`src/rtl/eic_pkg.sv`:
```
package eic_pkg;
    localparam int REG_W      = 32;
    localparam int NUM_FIELDS = 6;
    localparam int FLD_POL    = 0;
    localparam int FLD_STAT   = 1;
    localparam int FLD_CLR    = 2;
    localparam int FLD_EN     = 3;
    localparam int FLD_ANY    = 4;
    localparam int FLD_LVL    = 5;

    typedef enum logic [1:0] {
        LN_IDLE  = 2'd0,
        LN_PEND  = 2'd1,
        LN_LEVEL = 2'd2
    } line_state_e;

    typedef struct packed {
        logic lvl;
        logic any;
        logic en;
        logic clr;
        logic pol;
    } line_cfg_t;
endpackage

```
`src/rtl/eic_sync.sv`:
```
module eic_sync #(
    parameter int WIDTH = 4
) (
    input  logic             clk,
    input  logic             rst_n,
    input  logic [WIDTH-1:0] d,
    output logic [WIDTH-1:0] q
);
    logic [WIDTH-1:0] stage1;

    always_ff @(posedge clk or negedge rst_n) begin
        if (!rst_n) begin
            stage1 <= '0;
            q      <= '0;
        end else begin
            stage1 <= d;
            q      <= stage1;
        end
    end
endmodule

```
`src/rtl/eic_cfg_reg.sv`:
```
module eic_cfg_reg
    import eic_pkg::*;
#(
    parameter int NUM_LINES = 4,
    parameter int FIELD_W   = 4
) (
    input  logic                            clk,
    input  logic                            rst_n,
    input  logic                            we,
    input  logic [REG_W-1:0]                wdata,
    input  logic [NUM_LINES-1:0]            stat,
    output logic [REG_W-1:0]                rdata,
    output line_cfg_t [NUM_LINES-1:0]       cfg,
    output logic [NUM_LINES-1:0]            clr_pulse
);
    logic [NUM_LINES-1:0] pol_q, clr_q, en_q, any_q, lvl_q;
    logic                 unused_wdata;

    assign unused_wdata = ^wdata;

    always_ff @(posedge clk or negedge rst_n) begin
        if (!rst_n) begin
            pol_q <= '0;
            clr_q <= '0;
            en_q  <= '0;
            any_q <= '0;
            lvl_q <= '0;
        end else if (we) begin
            for (int n = 0; n < NUM_LINES; n++) begin
                pol_q[n] <= wdata[FLD_POL * FIELD_W + n];
                clr_q[n] <= wdata[FLD_CLR * FIELD_W + n];
                en_q[n]  <= wdata[FLD_EN  * FIELD_W + n];
                any_q[n] <= wdata[FLD_ANY * FIELD_W + n];
                lvl_q[n] <= wdata[FLD_LVL * FIELD_W + n];
            end
        end
    end

    genvar g;
    generate
        for (g = 0; g < NUM_LINES; g++) begin : g_cfg
            assign cfg[g].pol   = pol_q[g];
            assign cfg[g].clr   = clr_q[g];
            assign cfg[g].en    = en_q[g];
            assign cfg[g].any   = any_q[g];
            assign cfg[g].lvl   = lvl_q[g];
            assign clr_pulse[g] = we & wdata[FLD_CLR * FIELD_W + g];
        end
    endgenerate

    always_comb begin
        rdata = '0;
        for (int n = 0; n < NUM_LINES; n++) begin
            rdata[FLD_POL  * FIELD_W + n] = pol_q[n];
            rdata[FLD_STAT * FIELD_W + n] = stat[n];
            rdata[FLD_CLR  * FIELD_W + n] = clr_q[n];
            rdata[FLD_EN   * FIELD_W + n] = en_q[n];
            rdata[FLD_ANY  * FIELD_W + n] = any_q[n];
            rdata[FLD_LVL  * FIELD_W + n] = lvl_q[n];
        end
    end
endmodule

```
`src/rtl/eic_line.sv`:
```
module eic_line
    import eic_pkg::*;
#(
    parameter int HOLD_CLEAR = 0
) (
    input  logic      clk,
    input  logic      rst_n,
    input  logic      sync_in,
    input  line_cfg_t cfg,
    input  logic      clr_pulse,
    output logic      stat,
    output logic      edge_hit,
    output logic      irq
);
    line_state_e state, nxt;
    logic        prev;
    logic        rise, fall, lvl_hit, blk;
    logic        unused_cfg;

    assign unused_cfg = cfg.clr;

    always_ff @(posedge clk or negedge rst_n) begin
        if (!rst_n) prev <= 1'b0;
        else        prev <= sync_in;
    end

    assign rise     = sync_in & ~prev;
    assign fall     = ~sync_in & prev;
    assign edge_hit = cfg.any ? (rise | fall) : (cfg.pol ? rise : fall);
    assign lvl_hit  = (sync_in == cfg.pol);

    generate
        if (HOLD_CLEAR != 0) begin : g_hold
            assign blk = cfg.clr;
        end else begin : g_pulse
            assign blk = 1'b0;
        end
    endgenerate

    always_ff @(posedge clk or negedge rst_n) begin
        if (!rst_n) state <= LN_IDLE;
        else        state <= nxt;
    end

    always_comb begin
        nxt = state;
        unique case (state)
            LN_IDLE: begin
                if (cfg.lvl)                 nxt = lvl_hit ? LN_LEVEL : LN_IDLE;
                else if (!blk && edge_hit)   nxt = LN_PEND;
            end
            LN_PEND: begin
                if (cfg.lvl)                 nxt = lvl_hit ? LN_LEVEL : LN_IDLE;
                else if (blk)                nxt = LN_IDLE;
                else if (edge_hit)           nxt = LN_PEND;
                else if (clr_pulse)          nxt = LN_IDLE;
            end
            LN_LEVEL: begin
                if (cfg.lvl)                 nxt = lvl_hit ? LN_LEVEL : LN_IDLE;
                else if (!blk && edge_hit)   nxt = LN_PEND;
                else                         nxt = LN_IDLE;
            end
            default:                         nxt = LN_IDLE;
        endcase
    end

    assign stat = (state != LN_IDLE);

    always_ff @(posedge clk or negedge rst_n) begin
        if (!rst_n) irq <= 1'b0;
        else        irq <= stat & cfg.en & ~blk;
    end
endmodule

```
`src/rtl/ext_irq_ctrl.sv`:
```
module ext_irq_ctrl
    import eic_pkg::*;
#(
    parameter int NUM_LINES  = 4,
    parameter int FIELD_W    = 4,
    parameter int HOLD_CLEAR = 0
) (
    input  logic                 clk,
    input  logic                 rst_n,
    input  logic [NUM_LINES-1:0] ext_i,
    input  logic                 cfg_we,
    input  logic [REG_W-1:0]     cfg_wdata,
    output logic [REG_W-1:0]     cfg_rdata,
    output logic [NUM_LINES-1:0] irq_o
);
    logic [NUM_LINES-1:0]      sync_v;
    logic [NUM_LINES-1:0]      line_stat;
    logic [NUM_LINES-1:0]      edge_hit;
    logic [NUM_LINES-1:0]      clr_pulse;
    line_cfg_t [NUM_LINES-1:0] cfg;

    eic_sync #(.WIDTH(NUM_LINES)) u_sync (
        .clk   (clk),
        .rst_n (rst_n),
        .d     (ext_i),
        .q     (sync_v)
    );

    eic_cfg_reg #(.NUM_LINES(NUM_LINES), .FIELD_W(FIELD_W)) u_cfg (
        .clk       (clk),
        .rst_n     (rst_n),
        .we        (cfg_we),
        .wdata     (cfg_wdata),
        .stat      (line_stat),
        .rdata     (cfg_rdata),
        .cfg       (cfg),
        .clr_pulse (clr_pulse)
    );

    genvar g;
    generate
        for (g = 0; g < NUM_LINES; g++) begin : g_line
            eic_line #(.HOLD_CLEAR(HOLD_CLEAR)) u_line (
                .clk       (clk),
                .rst_n     (rst_n),
                .sync_in   (sync_v[g]),
                .cfg       (cfg[g]),
                .clr_pulse (clr_pulse[g]),
                .stat      (line_stat[g]),
                .edge_hit  (edge_hit[g]),
                .irq       (irq_o[g])
            );
        end
    endgenerate
endmodule

```
`config.mk`:
```
export PLATFORM = sky130hd
export DESIGN_NAME = ext_irq_ctrl
export DESIGN_NICKNAME = d
export VERILOG_FILES = /design/src/rtl/eic_pkg.sv /design/src/rtl/eic_sync.sv /design/src/rtl/eic_cfg_reg.sv /design/src/rtl/eic_line.sv /design/src/rtl/ext_irq_ctrl.sv
export SDC_FILE = /design/constraint.sdc
export NUM_CORES = 1
export LEC_CHECK = 0
export BUFFER_PORTS_ARGS = -buffer_cell sky130_fd_sc_hd__buf_2
export CAP_MARGIN = 20
export CELL_PAD_IN_SITES_DETAIL_PLACEMENT = 1
export CELL_PAD_IN_SITES_GLOBAL_PLACEMENT = 2
export CORE_ASPECT_RATIO = 1.4
export CORE_MARGIN = 2
export CORE_UTILIZATION = 31
export CTS_BUF_LIST = sky130_fd_sc_hd__clkbuf_8 sky130_fd_sc_hd__clkbuf_16
export DETAILED_ROUTE_END_ITERATION = 10
export GPL_ROUTABILITY_DRIVEN = 0
export MAX_ROUTING_LAYER = met4
export PLACE_DENSITY_LB_ADDON = 0.1
export SLEW_MARGIN = 20
export SYNTH_ARGS = -nofsm -noshare
export SYNTH_HDL_FRONTEND = slang
export SYNTH_SLANG_ARGS = --single-unit
```
`constraint.sdc`:
```
create_clock -name clk -period 1.5 [get_ports clk]
set_input_delay 0.15 -clock clk [delete_from_list [all_inputs] [get_ports clk]]
set_output_delay 0.15 -clock clk [all_outputs]
set_load 0.03 [all_outputs]
```
==> results of run 1 <==
==> worst max-delay path by stage <==
stage,to,cells after the start
2_1_floorplan,g_line[3].u_line.state[1]$_DFFE_PN0P_,5
3_3_place_gp,g_line[3].u_line.state[1]$_DFFE_PN0P_,5
3_5_place_dp,g_line[2].u_line.state[1]$_DFFE_PN0P_,5
4_1_cts,cfg_rdata[6],5
5_1_grt,g_line[1].u_line.state[1]$_DFFE_PN0P_,5
6_report,g_line[1].u_line.state[1]$_DFFE_PN0P_,5
==> cells by family after synthesis <==
family / after synthesis / synth area share (%)
fa+ha+maj: 20 / 11.5
compound gates: 31 / 10.1
other cells: 1 / 0.172
mux: 18 / 9.09
buf+inv: 46 / 10.9
xor+xnor: 4 / 1.61
simple gates: 23 / 5.93
flops: 44 / 50.6
==> per-layer routing <==
layer	vias to the layer above	share of wire (%)	GRT usage [%]
met5	-	0	-
met4	0	1.0	3.71
met3	4	4.2	2.35
met2	36	54	20.0
met1	732	41	13.1
li1	714	-	-
==> stage by stage <==
step                cell area, sq um  setup TNS, ns  utilization, %
floorplan                       2200              0               -
global placement                2520              0            36.6
detailed placement              2520              0            36.6
CTS                             2670              0            38.8
global route                    2710        -0.0847            39.3
finish                          2710              0            39.3
==> placed cells by master, fill, tap and decap left out, types with 5 or more instances in the layout <==
master and count:
dfrtp_1 44, clkbuf_8 6, mux2_2 14, nand2_1 8, a21oi_1 6, conb_1 8, buf_4 7, buf_2 51
dlygate4sd3_1 5, ha_1 19, inv_1 24, o21ai_0 7
==> timing repair <==
action                                  CTS  global route
setup buffers                             0             2
hold buffers                              5             0
gates cloned                              0             0
hold endpoints to repair                 48             0
endpoints found under the setup margin    2             8
resized for setup                         2            11
pin swaps                                 0             1
==> worst reg2reg max path, stage by stage, from the launching register on <==
cell and delay, ns:
dfrtp_1 0.40, inv_2 0.06, ha_2 0.31, o21bai_1 0.07, or3b_2 0.44, o31ai_1 0.07
==> power groups by stage <==
| stage | sequential (mW) | clock [mW] | combinational, mW |
|---|---|---|---|
| floorplan | 1.60 | 0 | 0.904 |
| global placement | 1.52 | 0 | 1.26 |
| detailed placement | 1.52 | 0 | 1.27 |
| CTS | 1.50 | 0.820 | 1.31 |
| global route | 1.53 | 0.842 | 1.49 |
| finish | 1.50 | 0.761 | 1.33 |
==> final cells by class <==
cell class | count | area, sq um
Clock buffer | 6 | 82.6
Clock inverter | 2 | 11.3
Fill cell | 796 | 4180
Inverter | 27 | 101
Multi-Input combinational cell | 104 | 872
Sequential cell | 44 | 1100
Tap cell | 95 | 119
Timing Repair Buffer | 67 | 420
==> flow_summary.ini, run 1 <==
[status]
status = finished clean

[routing]
routed_via_density = 4.31
vias = 1486
drc = 0
antenna_left = 0
dr.pass1.iters = 4
drtIter0Drc = 14
wirelength_um = 4160
wire_per_inst_um = 12.0

[timing]
skew_ns = 0.00730
fin_crit_ns = 1.44
setup_ws_ns = 0.0606
report.final.slew_viol_count = 0
rsz0062_at_grt = yes
post-route-period-util_pct = 96.0
holdWs_ns = 0.0659
final-hold-violation-count = 0
final-setup-viol-count = 0
fmax_mhz = 695

[synthesis]
synth_area_sq_um = 2170
ys_top_cells_by_area = dfrtp_1, ha_1, mux2_2
synth.most_common_cell = dfrtp_1
synth_common_cells = dfrtp_1, inv_1, ha_1, buf_4, mux2_2
synth_edf_count = 0
yosys_warnings = 0
synth-seq-cells = 44
syn_inst = 187
async_flop_share_pct = 100
synth-main-ff-cell = dfrtp_1
synth_cell_types = 27
netlist.area_leader.share_pct = 50.6
ys_seq_area_share_pct = 50.6
synth_largest_area_cell = dfrtp_1
syn_area_per_cell_sq_um = 11.6

[min_path]
worstHoldStart = cfg_wdata[17]
hold_class = primary input to register
holdPathEnd = u_cfg.any_q[1]$_DFFE_PN0P_
min_path_cells = 3

[floorplan]
core-area_sq_um = 6890
die_w_um = 74.8
num_rows = 36
die_height_um = 103
die-area_sq_um = 7710
io_pins = 75
start_util_pct = 31.6

[pwr]
switching_share_pct = 36.7
p_clk_share_pct = 21.2
power.total_mw = 3.59
pwr-share-comb_pct = 37.1
ir_drop_mv = 0.553
pwr-share-seq_pct = 41.7
leakage_nw = 1.40
power_per_cell_area_nw_per_um2 = 1330
intPower_mw = 2.27
switchingPower_mw = 1.32

[clocking]
cts.sinks = 44
clock_path_buffers = 2
tritoncts = built
cts_root_buf = clkbuf_8
clk_latency_ns = 0.29
h-tree-depth = 2
numCtsBuffers = 5
clk_pin_slew_worst_paths_ns = 0.08

[worst_setup_path]
startpoint = g_line[1].u_line.state[0]$_DFFE_PN0P_
reg2reg_to = g_line[1].u_line.state[1]$_DFFE_PN0P_
crit_fanout = 3
critical-path-slowest-cell = or3b_2
cp-end-kind = register
cp_num_buf_inv = 1
cp.arrival_ns = 1.64
crit_path_max_incr_delay_ns = 0.44
start_kind = register
cp.required_ns = 1.70
reg2reg_depth = 5
crit_family = simple AND/OR/NAND/NOR gates
rr_startpoint = g_line[1].u_line.state[0]$_DFFE_PN0P_
path_cells = inv_2, ha_2, o21bai_1, or3b_2, o31ai_1
r2r_setup_slack_ns = 0.06
path_class = register to register

[global_routing]
grt_pass1_wl_um = 6620
grt_pass1_vias = 1475
grt_use_total_pct = 11.5
grt_start_max_net_pins = 45
antenna_found_initial = 0
overflow = 0

[placement]
pre_cts_ws_ns = 0.0632
hpwlAfterDp_um = 3090
dp.cells = 330
port_buffers = 54

[cells_and_area]
syn2layout_area_growth_pct = 24.5
final_nets = 308
largest_reg_flops = 8
regMostFlops = g_line.u_line.state
drive_gt1_share_pct = 37.2
stdcell_count = 345
antenna_cells = 0

[run]
maxCapViolCount = 0
(Power assumes the default switching activity.)
==> run 2: changes to the inputs <==
--- a/config.mk
+++ b/config.mk
@@ -5,13 +5,14 @@
 export SDC_FILE = /design/constraint.sdc
 export NUM_CORES = 1
 export LEC_CHECK = 0
+export ABC_AREA = 1
 export BUFFER_PORTS_ARGS = -buffer_cell sky130_fd_sc_hd__buf_2
 export CAP_MARGIN = 20
 export CELL_PAD_IN_SITES_DETAIL_PLACEMENT = 1
 export CELL_PAD_IN_SITES_GLOBAL_PLACEMENT = 2
 export CORE_ASPECT_RATIO = 1.4
 export CORE_MARGIN = 2
-export CORE_UTILIZATION = 31
+export CORE_UTILIZATION = 29
 export CTS_BUF_LIST = sky130_fd_sc_hd__clkbuf_8 sky130_fd_sc_hd__clkbuf_16
 export DETAILED_ROUTE_END_ITERATION = 10
 export GPL_ROUTABILITY_DRIVEN = 0
==> constraint.sdc (replaced) <==
create_clock -name clk -period 1.6 [get_ports clk]
set_input_delay 0.16 -clock clk [delete_from_list [all_inputs] [get_ports clk]]
set_output_delay 0.16 -clock clk [all_outputs]
set_load 0.03 [all_outputs]
==> flow_summary.ini, run 2 <==
[status]
status = finished clean

[synthesis]
syn_inst = 250
ys_top_cells_by_area = dfrtp_1, ha_1, nand2_1
syn_area_per_cell_sq_um = 8.89
yosys_warnings = 0
synth_cell_types = 18
synth_area_sq_um = 2220
synth_edf_count = 0
synth-main-ff-cell = dfrtp_1
async_flop_share_pct = 100
synth-seq-cells = 44
ys_seq_area_share_pct = 49.5
netlist.area_leader.share_pct = 49.5
synth_common_cells = nand2_1, inv_1, dfrtp_1, o21ai_0
synth.most_common_cell = nand2_1
synth_largest_area_cell = dfrtp_1

[timing]
post-route-period-util_pct = 89.0
report.final.slew_viol_count = 0
fmax_mhz = 702
final-setup-viol-count = 0
rsz0062_at_grt = no
finalSetupTns_ns = 0
skew_ns = 0.0108
holdWs_ns = 0.0662
final-hold-violation-count = 0
fin_crit_ns = 1.42

[cells_and_area]
drive_gt1_share_pct = 22.7
stdcell_count = 405
final_common_cell = buf_2
syn2layout_area_growth_pct = 20.5
final_nets = 366
largest_reg_flops = 8
fill_cells = 929
final_util_pct = 36.2
final_cell_mix = buf_2, nand2_1, inv_1, dfrtp_1, o21ai_0
regMostFlops = g_line.u_line.state
antenna_cells = 0

[routing]
wl_met2_um = 2570
wirelength_um = 4880
drt-met1-wl_um = 2020
met3WireLength_um = 216
dr.pass1.iters = 4
vias = 1737
highest_layer = met4
drc = 0
wire_per_inst_um = 12.1
antenna_left = 0
drtIter0Drc = 35
routed_via_density = 4.29

[clocking]
clock_path_buffers = 2
tritoncts = built
hold_buffers = 5
clk_latency_ns = 0.30
ctsResizeCount = 0
clk_pin_slew_worst_paths_ns = 0.09
cts.sinks = 44
numCtsBuffers = 5
cts_root_buf = clkbuf_8
h-tree-depth = 2
postCtsSetupBuffers = 0

[pwr]
switchingPower_mw = 1.39
pwr-share-seq_pct = 40.9
power_per_cell_area_nw_per_um2 = 1290
pwr-share-comb_pct = 38.1
p_clk_share_pct = 21.0
intPower_mw = 2.08
leakage_nw = 1.48
switching_share_pct = 40.1
ir_drop_mv = 0.491

[worst_setup_path]
critical-path-slowest-cell = dfrtp_1
path_class = register to primary output
reg2reg_to = g_line[2].u_line.state[0]$_DFFE_PN0P_
cp.arrival_ns = 1.26
crit_end = cfg_rdata[6]
r2r_setup_slack_ns = 0.35
cp-end-kind = primary output
cp.required_ns = 1.44
cp_num_buf_inv = 3
crit_fanout = 4
crit_top_cell = inv_1
rr_startpoint = u_sync.q[2]$_DFF_PN0_
crit_path_max_incr_delay_ns = 0.42
startpoint = g_line[2].u_line.state[0]$_DFFE_PN0P_
crit_family = flip-flops
path_cells = inv_1, ha_1, inv_1, buf_2
reg2reg_depth = 8
path_depth = 4
start_kind = register

[floorplan]
core-area_sq_um = 7410
start_util_pct = 30.0
die-area_sq_um = 8390
die_w_um = 78
die_height_um = 108
num_rows = 37
io_pins = 75

[global_routing]
grt_pass1_vias = 1813
overflow = 0
grt_use_total_pct = 13.0
grt_start_max_net_pins = 45
grt_pass1_wl_um = 8240
antenna_found_initial = 0

[run]
maxCapViolCount = 0

[min_path]
hold_class = primary input to register

[placement]
hpwlAfterDp_um = 3770
port_buffers = 54
dp.cells = 392
-- run 2: changes by cell type in the layout (fill, tap and decap cells not counted), moves of 6 or more --
cell,change
nor2_1,+7
o21ai_0,+15
nand3_1,+20
a21oi_1,-6
nand2_1,+45
mux2_2,-14
inv_1,+24
-- run 2: tightest hold or removal path, cell delays in order --
cell     delay, ns
buf_2         0.08
nand2_1       0.04
o21ai_0       0.06
-- run 2: final cells by class --
type,instances,area (sq um),share of cell area [%]
Inverter,48,180,6.72
Clock buffer,6,82.6,3.08
Multi-Input combinational cell,145,822,30.7
Timing Repair Buffer,63,363,13.5
Tap cell,97,121,4.53
Clock inverter,2,10.0,0.373
Sequential cell,44,1100,41.1
-- run 2: worst min path at each step --
| stage | from | to | cells after the start |
|---|---|---|---|
| 2_1_floorplan | rst_n | g_line[0].u_line.irq$_DFF_PN0_ | 0 |
| 3_3_place_gp | rst_n | u_cfg.lvl_q[2]$_DFFE_PN0P_ | 2 |
| 3_5_place_dp | rst_n | g_line[2].u_line.prev$_DFF_PN0_ | 2 |
| 4_1_cts | cfg_wdata[13] | u_cfg.en_q[1]$_DFFE_PN0P_ | 3 |
| 5_1_grt | cfg_wdata[12] | u_cfg.en_q[0]$_DFFE_PN0P_ | 3 |
| 6_report | cfg_wdata[22] | u_cfg.lvl_q[2]$_DFFE_PN0P_ | 3 |
-- run 2: power groups by stage --
stage          logic [mW]  clock network [mW]  registers, mW
2_1_floorplan        1.03                   0           1.50
3_3_place_gp         1.34                   0           1.44
3_5_place_dp         1.34                   0           1.45
4_1_cts              1.36               0.771           1.43
5_1_grt              1.52               0.811           1.45
6_report             1.32               0.729           1.42
-- run 2: cell families (layout without fill, tap and decap cells) --
| group | Yosys count | after routing | share of synthesized area, % |
|---|---|---|---|
| xor+xnor | 2 | 2 | 0.788 |
| flops | 44 | 44 | 49.5 |
| simple gates | 85 | 85 | 16.1 |
| compound gates | 30 | 30 | 7.48 |
| other cells | 1 | 8 | 0.169 |
| buf+inv | 68 | 119 | 14.7 |
| fa+ha+maj | 20 | 20 | 11.3 |
-- run 2: per-stage QoR --
stage	total power, mW	worst slack, ns	instance area [sq um]
after global placement	2.78	0.368	2540
after detailed placement	2.79	0.336	2540
final	3.47	0.176	2680
after floorplan	2.53	0.479	2250
after global routing	3.78	0.0718	2680
after CTS	3.56	0.144	2680
-- run 2: metal layers --
layer / vias to the layer above / GRT usage (%)
met5: - / -
met4: 0 / 4.51
met3: 7 / 2.77
met2: 38 / 23.5
met1: 832 / 13.9
li1: 860 / -
